## src/rtl/wgt_pkg.sv

```systemverilog
package wgt_pkg;

  // Two periods of the slowest peripheral clock in whole microseconds,
  // plus one microsecond of rounding margin.
  function automatic int unsigned two_tick_us(input int unsigned slow_hz);
    return (2 * 1000000) / slow_hz + 1;
  endfunction

  typedef enum logic [0:0] {
    GATE_HOLD = 1'b0,
    GATE_OPEN = 1'b1
  } gate_state_e;

endpackage

```

## src/rtl/us_stamp_counter.sv

```systemverilog
module us_stamp_counter #(
  parameter int CNT_W = 32
) (
  input  logic             clk,
  input  logic             rst,
  input  logic             us_tick,
  output logic [CNT_W-1:0] now_us
);

  always_ff @(posedge clk) begin
    if (rst) begin
      now_us <= '0;
    end else if (us_tick) begin
      now_us <= now_us + 1'b1;
    end
  end

endmodule

```

## src/rtl/gap_gate.sv

```systemverilog
module gap_gate #(
  parameter int          CNT_W  = 32,
  parameter int unsigned GAP_US = 6
) (
  input  logic             clk,
  input  logic             rst,
  input  logic [CNT_W-1:0] now_us,
  input  logic             fire,
  input  logic             exempt,
  output logic             ready,
  output logic [CNT_W-1:0] last_us
);
  import wgt_pkg::*;

  localparam logic [CNT_W-1:0] GAP_C = CNT_W'(GAP_US);

  logic [CNT_W-1:0] elapsed;
  gate_state_e      state;

  always_ff @(posedge clk) begin
    if (rst) begin
      last_us <= '0;
    end else if (fire) begin
      last_us <= now_us;
    end
  end

  assign elapsed = now_us - last_us;

  generate
    if (GAP_US == 0) begin : g_nogap
      assign state = GATE_OPEN;
    end else begin : g_gap
      assign state = (elapsed >= GAP_C) ? GATE_OPEN : GATE_HOLD;
    end
  endgenerate

  assign ready = exempt || (state == GATE_OPEN);

endmodule

```

## src/rtl/wr_issue_reg.sv

```systemverilog
module wr_issue_reg #(
  parameter int AW = 8,
  parameter int DW = 32
) (
  input  logic          clk,
  input  logic          rst,
  input  logic          fire,
  input  logic [AW-1:0] in_addr,
  input  logic [DW-1:0] in_data,
  output logic          out_en,
  output logic [AW-1:0] out_addr,
  output logic [DW-1:0] out_data
);

  always_ff @(posedge clk) begin
    if (rst) begin
      out_en <= 1'b0;
    end else begin
      out_en <= fire;
    end
  end

  always_ff @(posedge clk) begin
    if (rst) begin
      out_addr <= '0;
      out_data <= '0;
    end else if (fire) begin
      out_addr <= in_addr;
      out_data <= in_data;
    end
  end

endmodule

```

## src/rtl/wr_gap_throttle.sv

```systemverilog
module wr_gap_throttle #(
  parameter int          AW       = 8,
  parameter int          DW       = 32,
  parameter int          CNT_W    = 32,
  parameter int unsigned BUF_ADDR = 32'h20,
  parameter int unsigned SLOW_HZ  = 400000,
  parameter int unsigned GAP_US   = wgt_pkg::two_tick_us(SLOW_HZ)
) (
  input  logic          clk,
  input  logic          rst,
  input  logic          us_tick,
  input  logic          wr_valid,
  output logic          wr_ready,
  input  logic [AW-1:0] wr_addr,
  input  logic [DW-1:0] wr_data,
  input  logic          rd_en,
  input  logic [AW-1:0] rd_addr,
  output logic [DW-1:0] rd_data,
  output logic          per_wr_en,
  output logic [AW-1:0] per_wr_addr,
  output logic [DW-1:0] per_wr_data,
  output logic          per_rd_en,
  output logic [AW-1:0] per_rd_addr,
  input  logic [DW-1:0] per_rd_data
);

  localparam logic [AW-1:0] BUF_A = AW'(BUF_ADDR);

  logic [CNT_W-1:0] now_q;
  logic [CNT_W-1:0] last_q;
  logic             is_buf;
  logic             fire;

  assign is_buf = (wr_addr == BUF_A);
  assign fire   = wr_valid && wr_ready;

  us_stamp_counter #(.CNT_W(CNT_W)) u_clock (
    .clk     (clk),
    .rst     (rst),
    .us_tick (us_tick),
    .now_us  (now_q)
  );

  gap_gate #(.CNT_W(CNT_W), .GAP_US(GAP_US)) u_gate (
    .clk     (clk),
    .rst     (rst),
    .now_us  (now_q),
    .fire    (fire),
    .exempt  (is_buf),
    .ready   (wr_ready),
    .last_us (last_q)
  );

  wr_issue_reg #(.AW(AW), .DW(DW)) u_issue (
    .clk      (clk),
    .rst      (rst),
    .fire     (fire),
    .in_addr  (wr_addr),
    .in_data  (wr_data),
    .out_en   (per_wr_en),
    .out_addr (per_wr_addr),
    .out_data (per_wr_data)
  );

  // Reads bypass the gate entirely.
  assign per_rd_en   = rd_en;
  assign per_rd_addr = rd_addr;
  assign rd_data     = per_rd_data;

endmodule

```

## config.mk

```make
export PLATFORM = sky130hd
export DESIGN_NAME = wr_gap_throttle
export DESIGN_NICKNAME = d
export VERILOG_FILES = /design/src/rtl/wgt_pkg.sv /design/src/rtl/us_stamp_counter.sv /design/src/rtl/gap_gate.sv /design/src/rtl/wr_issue_reg.sv /design/src/rtl/wr_gap_throttle.sv
export SDC_FILE = /design/constraint.sdc
export NUM_CORES = 1
export LEC_CHECK = 0
export BUFFER_PORTS_ARGS = -buffer_cell sky130_fd_sc_hd__buf_2
export CORE_UTILIZATION = 38
export CTS_CLUSTER_SIZE = 20
export DETAILED_ROUTE_END_ITERATION = 8
export GPL_ROUTABILITY_DRIVEN = 0
export PLACE_DENSITY_LB_ADDON = 0.15
export SETUP_SLACK_MARGIN = 0.5
export SYNTH_ARGS = -nofsm -noshare
export SYNTH_HDL_FRONTEND = slang
export SYNTH_SLANG_ARGS = --single-unit
```

## constraint.sdc

```tcl
create_clock -name clk -period 3.4 [get_ports clk]
set_clock_uncertainty 0.15 [all_clocks]
set_input_delay 0.17 -clock clk [delete_from_list [all_inputs] [get_ports clk]]
set_output_delay 0.17 -clock clk [all_outputs]
set_load 0.02 [all_outputs]
```

==> summary by stage, run 1 <==
Global route
The fraction of met2 tracks used by global routing is 0.316. The remaining global-route overflow is 0. Entering global routing, the biggest net connects 102 pins. The global routing stage identified its most utilized layer as met2. The met1 usage in global routing is 0.282. The via count of the first global-routing pass came to 6293. Across every metal layer, demand over resource in global routing totals 0.203. For this run, global-route usage on met3 was measured as 0.0375. The initial antenna violation count is 0.

The global-route wire length before repair is 31700 um.

Finish
The share of cells above drive strength 1 is 0.275. The final instance area is 0.00963 mm^2. The total inserted antenna cells is 0. Relative to the synthesized area, the layout overhead comes to 34.1%. The layout has 1737 filler cells. Leaving out fill and tap cells, the most frequent cell in the layout is sky130_fd_sc_hd__nand2b_1.

In the layout the commonest cells are sky130_fd_sc_hd__nand2b_1 (152), sky130_fd_sc_hd__dfxtp_1 (104), sky130_fd_sc_hd__buf_4 (103), sky130_fd_sc_hd__buf_2 (84), sky130_fd_sc_hd__mux2i_1 (79). The count of cells in the finished layout, fillers not included, comes to 1280. The net count reported at finish is 1164.

Route
After detailed routing, the number of vias per cell comes to 5.08. The final antenna-violating net count is 0. Dividing the detail-routed wire length by the instance count gives 15.3 um. The DRC violation count after routing is 0. The detailed router finished its first iteration with 347 violations. The routed design has 19600 um of wire. The pre-antenna-repair detailed-routing pass consisted of 7 iterations. The routed layout has 6506 vias.

Placement
In this run, placement finished with an instance count of 1199. During placement, the flow inserted port buffers numbering 85. Detailed placement finished with a half-perimeter wire length of 13900 um. The instance area after placement is 0.00826 mm^2.

The post-placement setup slack is -0.210 ns.

Synthesis
The number of nets in the synthesized netlist is 982. The dominant register cell in the synthesized netlist is sky130_fd_sc_hd__dfxtp_1. The post-synthesis average cell area is 8.31 um^2.

The number of synthesized register bits is 105. In this run, synthesis inferred 0 flip-flops with an integrated enable. By area the synthesized netlist is led by sky130_fd_sc_hd__dfxtp_1 (29%), sky130_fd_sc_hd__nand2b_1 (13%), sky130_fd_sc_hd__mux2i_1 (11%). sky130_fd_sc_hd__dfxtp_1 takes more of the synthesized area than any other cell. The synthesized netlist occupies a cell area of 0.00718 mm^2. The share of the yosys chip area belonging to registers is 0.293.

The share of synthesized area in the top cell type comes to 0.293. The total of warnings raised by yosys is 0. The fraction of registers with async set/reset is 0. After technology mapping, the gate count stands at 864. Synthesis instantiated 69 different standard cells from the library.

Clock network
The CTS root buffer is sky130_fd_sc_hd__clkbuf_16. The clock transition at the registers of the reported paths is 0.08 ns. TritonCTS built the clock tree. The latest clock arrival within the worst-skew pair is 0.37 ns. The TritonCTS sink count is 105. The number of clock buffers added by TritonCTS is 9. The H-tree was split into 3 levels.

The number of buffers on the longest clock path is 2.

Timing
At the pin with the least slew margin, the transition time is 0.759 ns. The final number of setup-violating endpoints is 69. The clock period minus final worst setup slack is 3.49 ns. The tightest slew margin relative to the limit is 0.494. The fraction of the cycle the final worst path needs is 1.03. For this run, the top clock speed supported by timing is 287 MHz.

The count of pins over their slew limit is 0. The worst hold slack after final layout is 0.190 ns. Setup slack on the critical path of the routed design comes to -0.0870 ns. The number of hold violations in the final report is 0.

Setup repair after global routing could not meet its margin everywhere.

Worst setup path
Data on the critical path arrives at its endpoint at 3.59 ns. The worst setup path is launched from a flop. STA puts the critical path data required time at 3.51 ns. Along the worst path, the maximum fanout reaches 7. The critical path is of the flop to flop type.

The worst setup path is captured at a flop.

Outcome
The run finished, with violations left. The final reports fail on negative setup slack.

Power
The worst ir drop on vdd is 0.262 mV. Summed over all cells, the static leakage comes to 4.33 nW. The overall power consumption is 3.19 mW. Dividing total power by cell area gives a power density of 331 mW/mm^2.

Die
The width of the die is 139 um. The placeable core area is 0.0183 mm^2. The floorplan has 49 rows.

The die boundary height is 139 um. The die covers 0.0195 mm^2. 168 I/O pins were placed. The initial utilization of the core area, before any placement, comes to 0.393.

Hold path
The kind of path behind the tightest hold check is input pin to output pin.

Flow run
Max-cap violations in this run came to 0.
==> final timing paths <==
| path | slack, ns | to | cells after the start | from |
|---|---|---|---|---|
| setup reg to reg | -0.09 | u_issue.out_data[9]$_SDFFE_PP0P_ | 16 | u_gate.last_us[6]$_SDFFE_PP0P_ |
| setup / recovery | -0.09 | u_issue.out_data[9]$_SDFFE_PP0P_ | 16 | u_gate.last_us[6]$_SDFFE_PP0P_ |
| hold / removal | 0.19 | per_rd_addr[0] | 0 | rd_addr[0] |
| hold reg to reg | 0.32 | u_issue.out_data[28]$_SDFFE_PP0P_ | 2 | u_issue.out_data[28]$_SDFFE_PP0P_ |
==> cell type report <==
class,instances,area [um^2],share of cell area
Clock inverter,7,93.8,0.00975
Tap cell,229,287,0.0298
Inverter,38,143,0.0148
Clock buffer,9,225,0.0234
Timing Repair Buffer,255,2100,0.219
Multi-Input combinational cell,637,4670,0.485
Sequential cell,105,2100,0.218
==> state kept, by name, indices dropped and copies added (netlist names) <==
signal,flops
u_clock.now_us,32
u_gate.last_us,32
u_issue.out_data,32
u_issue.out_addr,8
u_issue.out_en,1
==> metrics by stage <==
step	util	TNS, ns
detailed placement	0.452	-11.92
finish	0.527	-3.23
floorplan	-	0
global route	0.527	-12.21
CTS	0.512	-1.73
global placement	0.452	-13.53
==> Yosys cell counts, drive strengths merged (3+ instances only) <==
master / number
nand2b: 153
dfxtp: 105
mux2i: 79
buf: 60
nand2: 54
nor2: 49
a21oi: 45
inv: 38
ha: 32
o21ai: 29
xor2: 27
clkbuf: 24
nand4: 21
nand3: 14
or3: 11
and3: 10
nor3: 10
o21a: 8
a211oi: 7
nor4: 7
nor2b: 6
o21bai: 5
o22ai: 5
a21o: 4
o2111ai: 4
o32ai: 4
xnor2: 4
a211o: 3
a31oi: 3
and4: 3
o21ba: 3
==> cells by family (layout without fill, tap and decap cells) <==
family	after synthesis	in the layout	synth area share
xor+xnor	31	31	0.0378
compound gates	146	146	0.137
buf+inv	122	309	0.0963
fa+ha+maj	33	33	0.0585
flops	105	105	0.293
mux	80	80	0.112
simple gates	347	347	0.266
==> what timing repair did <==
action,CTS,global route
endpoints found under the hold margin,41,0
hold buffers,41,0
setup buffers,11,5
pin swaps,6,14
cloned,5,3
endpoints found under the setup margin,74,78
resized for setup,42,32
==> per-layer routing <==
| metal | part of all wire | wire [um] |
|---|---|---|
| met1 | 0.50 | 9710 |
| met2 | 0.44 | 8660 |
| met3 | 0.047 | 917 |
| met4 | 0.015 | 297 |
| met5 | 0 | 0 |
==> where the power goes <==
| part | internal (mW) | switching, mW | leakage (nW) |
|---|---|---|---|
| registers | 1.28 | 0.0231 | 0.855 |
| logic | 0.419 | 0.345 | 3.32 |
| clock network | 0.593 | 0.537 | 0.153 |
| total | 2.29 | 0.904 | 4.33 |
==> worst max-delay path, stage by stage, from the launching register on <==
cell                        delay (ns)
sky130_fd_sc_hd__dfxtp_1          0.34
sky130_fd_sc_hd__inv_1            0.05
sky130_fd_sc_hd__ha_1             0.28
sky130_fd_sc_hd__buf_4            0.14
sky130_fd_sc_hd__nand4_1          0.22
sky130_fd_sc_hd__a211o_1          0.39
sky130_fd_sc_hd__nand3_2          0.12
sky130_fd_sc_hd__o22ai_2          0.11
sky130_fd_sc_hd__buf_4            0.15
sky130_fd_sc_hd__buf_4            0.12
sky130_fd_sc_hd__o31ai_1          0.24
sky130_fd_sc_hd__and4b_2          0.32
sky130_fd_sc_hd__a41oi_4          0.15
sky130_fd_sc_hd__buf_6            0.18
sky130_fd_sc_hd__buf_12           0.15
sky130_fd_sc_hd__clkbuf_16        0.15
sky130_fd_sc_hd__mux2i_1          0.11
Note: power is estimated with default switching activity, not from simulation.
==> run 2: changes to the inputs <==
clock period = 3.7 ns   (was 3.4 ns; I/O delays follow)
==> run 2 against run 1 <==
Core utilization shrank 3.3 points. Non-clock buffer count shrank 51. Power shrank 13%. Highest routed layer unchanged. The run now ends clean.
==> summary by stage, run 2 (synthesized netlist as in run 1, its figures left out) <==
Power
The design internal power is 1.98 mW (-14%). The ratio of total power to cell area is 307 mW/mm^2 (-7.4%). The worst ir drop on vdd came to 0.242 mV (-7.5%).

The switching fraction of total power is 0.285 (+0.00197). The portion of total power attributed to combinational logic is 0.229 (-0.010). The sequential share of power is 0.431 (+0.024). The portion of total power attributed to the clock network came to 0.340 (-0.014). The overall power consumption is 2.77 mW (-13%). The net switching component of the power was 790 uW (-13%). The leakage power of the design is 4.01 nW (-7.3%).

Route
The number of vias in the routed layout came to 6221 (-4.4%). The final antenna-violating net count is 0 (unchanged). The DRC violation total after the first TritonRoute iteration is 298 (-14%). The routed wire length is 19100 um (-2.7%). The first-pass iteration count of the detailed router came to 5 (-2). The wire length per cell after detailed routing is 15.5 um (+1.4%).

The detail-routed via count per cell was 5.06 (-0.41%). The DRC violation count after routing is 0 (unchanged).

Worst setup path
The type of the setup path with the least slack is flop to flop. The kind of cell with the highest combined delay on the critical path is compound AO/OA/AOI/OAI gates. The biggest cell delay along the critical path was 0.37 ns (-0.02 ns). The slowest stage of the critical path is the sky130_fd_sc_hd__fa_2 cell. The startpoint type of the worst setup path is a flop. In this run the critical register-to-register path is launched from u_clock.now_us[0]$_SDFFE_PP0P_. The type of element capturing the critical path is a flop. The critical path goes through inv_2 > ha_4 > fa_2 > nand2b_4 > a211oi_4 > o21ai_2 > a21oi_4 > buf_6 > buf_4 > xor2_1 > a211oi_1 > and4_1 > buf_4 > a41oi_4 > buf_12 > buf_16 > mux2i_1. Tracing the worst setup path back leads to its startpoint at u_clock.now_us[0]$_SDFFE_PP0P_. The maximum fanout along the worst path is 15 (+8). The required time at the worst-slack endpoint was 3.82 ns (+0.31 ns). The number of buffer and inverter instances along the worst setup path is 6 (-1). The arrival time of the worst setup path is 3.77 ns (+0.18 ns). The register-to-register path setup slack came to 0.05 ns (+0.14 ns). By instance count, the cell type seen most on the critical path is sky130_fd_sc_hd__buf_4. The path depth of the worst reg2reg path is 17 (+1). The endpoint identified for the worst register-to-register timing path is u_issue.out_data[31]$_SDFFE_PP0P_.

Placement
The placed wire-length estimate is 13600 um (-2.7%). The total instance count after detailed placement is 1154 (-3.8%). The instance area after placement came to 0.00791 mm^2 (-4.3%). The number of buffers added on ports came to 85 (unchanged).

Timing
The fraction of the cycle the final worst path needs was 0.987 (-0.0389). The clock period minus final worst setup slack is 3.65 ns (+0.164 ns). The count of pins over their slew limit is 0 (unchanged).

The setup total negative slack is 0 ns (+3.23 ns). The final number of setup-violating endpoints is 0 (-100%). The worst-margin pin slew is 0.560 ns (-0.198 ns). Setup repair after global routing could not meet its margin everywhere. The tightest slew margin relative to the limit is 0.626 (+0.132).

The peak clock frequency supported by timing was 274 MHz (-4.5%). The number of hold violations in the final report is 0 (unchanged). The worst hold slack after final layout is 0.0109 ns (-0.179 ns).

Finish
The net count reported at finish was 1113 (-4.4%). The share of cells above drive strength 1 is 0.227 (-0.0480). From synthesis to final layout, the design area changed by 25.5%. The most common library cell in the layout ignoring fill and taps is sky130_fd_sc_hd__nand2b_1.

The post-route non-filler standard cell count is 1229 (-4.0%). The library cells used most frequently in the layout, excluding fill and tap cells, are sky130_fd_sc_hd__nand2b_1 (152), sky130_fd_sc_hd__dfxtp_1 (103), sky130_fd_sc_hd__buf_2 (83), sky130_fd_sc_hd__mux2i_1 (79), sky130_fd_sc_hd__buf_4 (65). The largest registers in the layout are u_clock.now_us (32), u_gate.last_us (32), u_issue.out_data (32). The final instance area is 0.00902 mm^2 (-6.4%). The total inserted antenna cells is 0 (unchanged).

Hold path
The tightest min-delay check is of the input pin to flop type. The critical hold path startpoint is us_tick. The number of stages on the worst hold path is 3 (+3). For hold timing, the worst endpoint is u_clock.now_us[0]$_SDFFE_PP0P_.

Clock network
The CTS root buffer is sky130_fd_sc_hd__clkbuf_16. The latest clock arrival within the worst-skew pair is 0.36 ns (about the same). The TritonCTS buffer count is 9 (unchanged).

The clock transition at the registers of the reported paths is 0.08 ns (about the same). TritonCTS built the clock tree. The number of buffers on the longest clock path is 2 (unchanged).

The TritonCTS sink count is 105 (unchanged). The H-tree depth reported by CTS came to 3 (unchanged).

Global route
The global-route wire length before repair is 31400 um (-1.0%). The via count of the first global-routing pass is 6145 (-2.4%). The initial antenna violation count is 0 (unchanged). The remaining global-route overflow came to 0 (unchanged).

The all-layer global routing usage is 0.200 (-0.00293). The largest net degree at the start of global routing came to 76 (-25%).

Die
The width of the die is 139 um (unchanged). The cell row count came to 49 (unchanged). The total die area is 0.0195 mm^2 (unchanged). The placeable core area is 0.0183 mm^2 (unchanged). The starting utilization of the core area was 0.393 (unchanged). The die boundary height is 139 um (unchanged). The number of top-level design ports is 168 (unchanged).

Flow run
The max capacitance violation total was 0 (unchanged).

Outcome
The flow ran to the end, and the final reports show no timing, DRC or antenna violations.
==> run 2: changes by cell type in the layout (fill, tap and decap cells not counted), moves of 3 or more <==
cell                      delta
sky130_fd_sc_hd__buf_16      -4
sky130_fd_sc_hd__buf_6       -4
sky130_fd_sc_hd__nor4_1      +3
sky130_fd_sc_hd__buf_12      -4
sky130_fd_sc_hd__a21oi_1     +3
sky130_fd_sc_hd__buf_4      -38
==> run 2: power groups by stage <==
stage	clock (mW)	sequential [mW]	combinational (mW)
6_report	0.940	1.19	0.634
5_1_grt	1.02	1.20	0.678
4_1_cts	0.977	1.19	0.583
3_5_place_dp	0	1.22	0.510
3_3_place_gp	0	1.22	0.507
2_1_floorplan	0	1.27	0.357
==> run 2: timing repair <==
action                     4_1_cts  5_1_grt
pin swaps                       12        3
setup buffers                    9        6
hold buffers                    40        0
cloned                           0        4
resized for setup               28       21
hold endpoints to repair        40        0
setup endpoints to repair       74       78
==> run 2: worst max-delay path by stage <==
stage,endpoint,slack (ns),cells past startpoint
floorplan,u_gate.last_us[0]$_SDFFE_PP0P_,0.51,14
global placement,u_issue.out_data[26]$_SDFFE_PP0P_,0.12,14
detailed placement,u_issue.out_en$_SDFF_PP0_,0.12,14
CTS,wr_ready,0.17,11
global route,u_issue.out_data[31]$_SDFFE_PP0P_,-0.01,16
finish,u_issue.out_data[31]$_SDFFE_PP0P_,0.05,17
==> run 2: worst min-delay path: stages <==
cell,delay (ns)
sky130_fd_sc_hd__buf_2,0.15
sky130_fd_sc_hd__xnor2_1,0.09
sky130_fd_sc_hd__nor2_1,0.07
==> run 2: metrics by stage <==
stage	worst slack, ns	util
after floorplan	0.507	-
after global placement	0.124	0.433
after detailed placement	0.118	0.433
after CTS	0.172	0.481
after global routing	-0.0146	0.494
final	0.0491	0.494
==> run 2: area by class of cell <==
| type | instances | area [um^2] |
|---|---|---|
| inverter | 38 | 143 |
| timing repair buffer | 204 | 1590 |
| clock buffer | 9 | 225 |
| fill | 1795 | 9250 |
| tap | 229 | 287 |
| multi-input combinational | 637 | 4600 |
| clock inverter | 7 | 63.8 |
| sequential | 105 | 2100 |
==> run 2: layer usage <==
layer	global-route usage	wire length (um)
met1	0.278	9660
met4	0.0649	323
met2	0.313	8460
met3	0.0330	606
met5	0	0
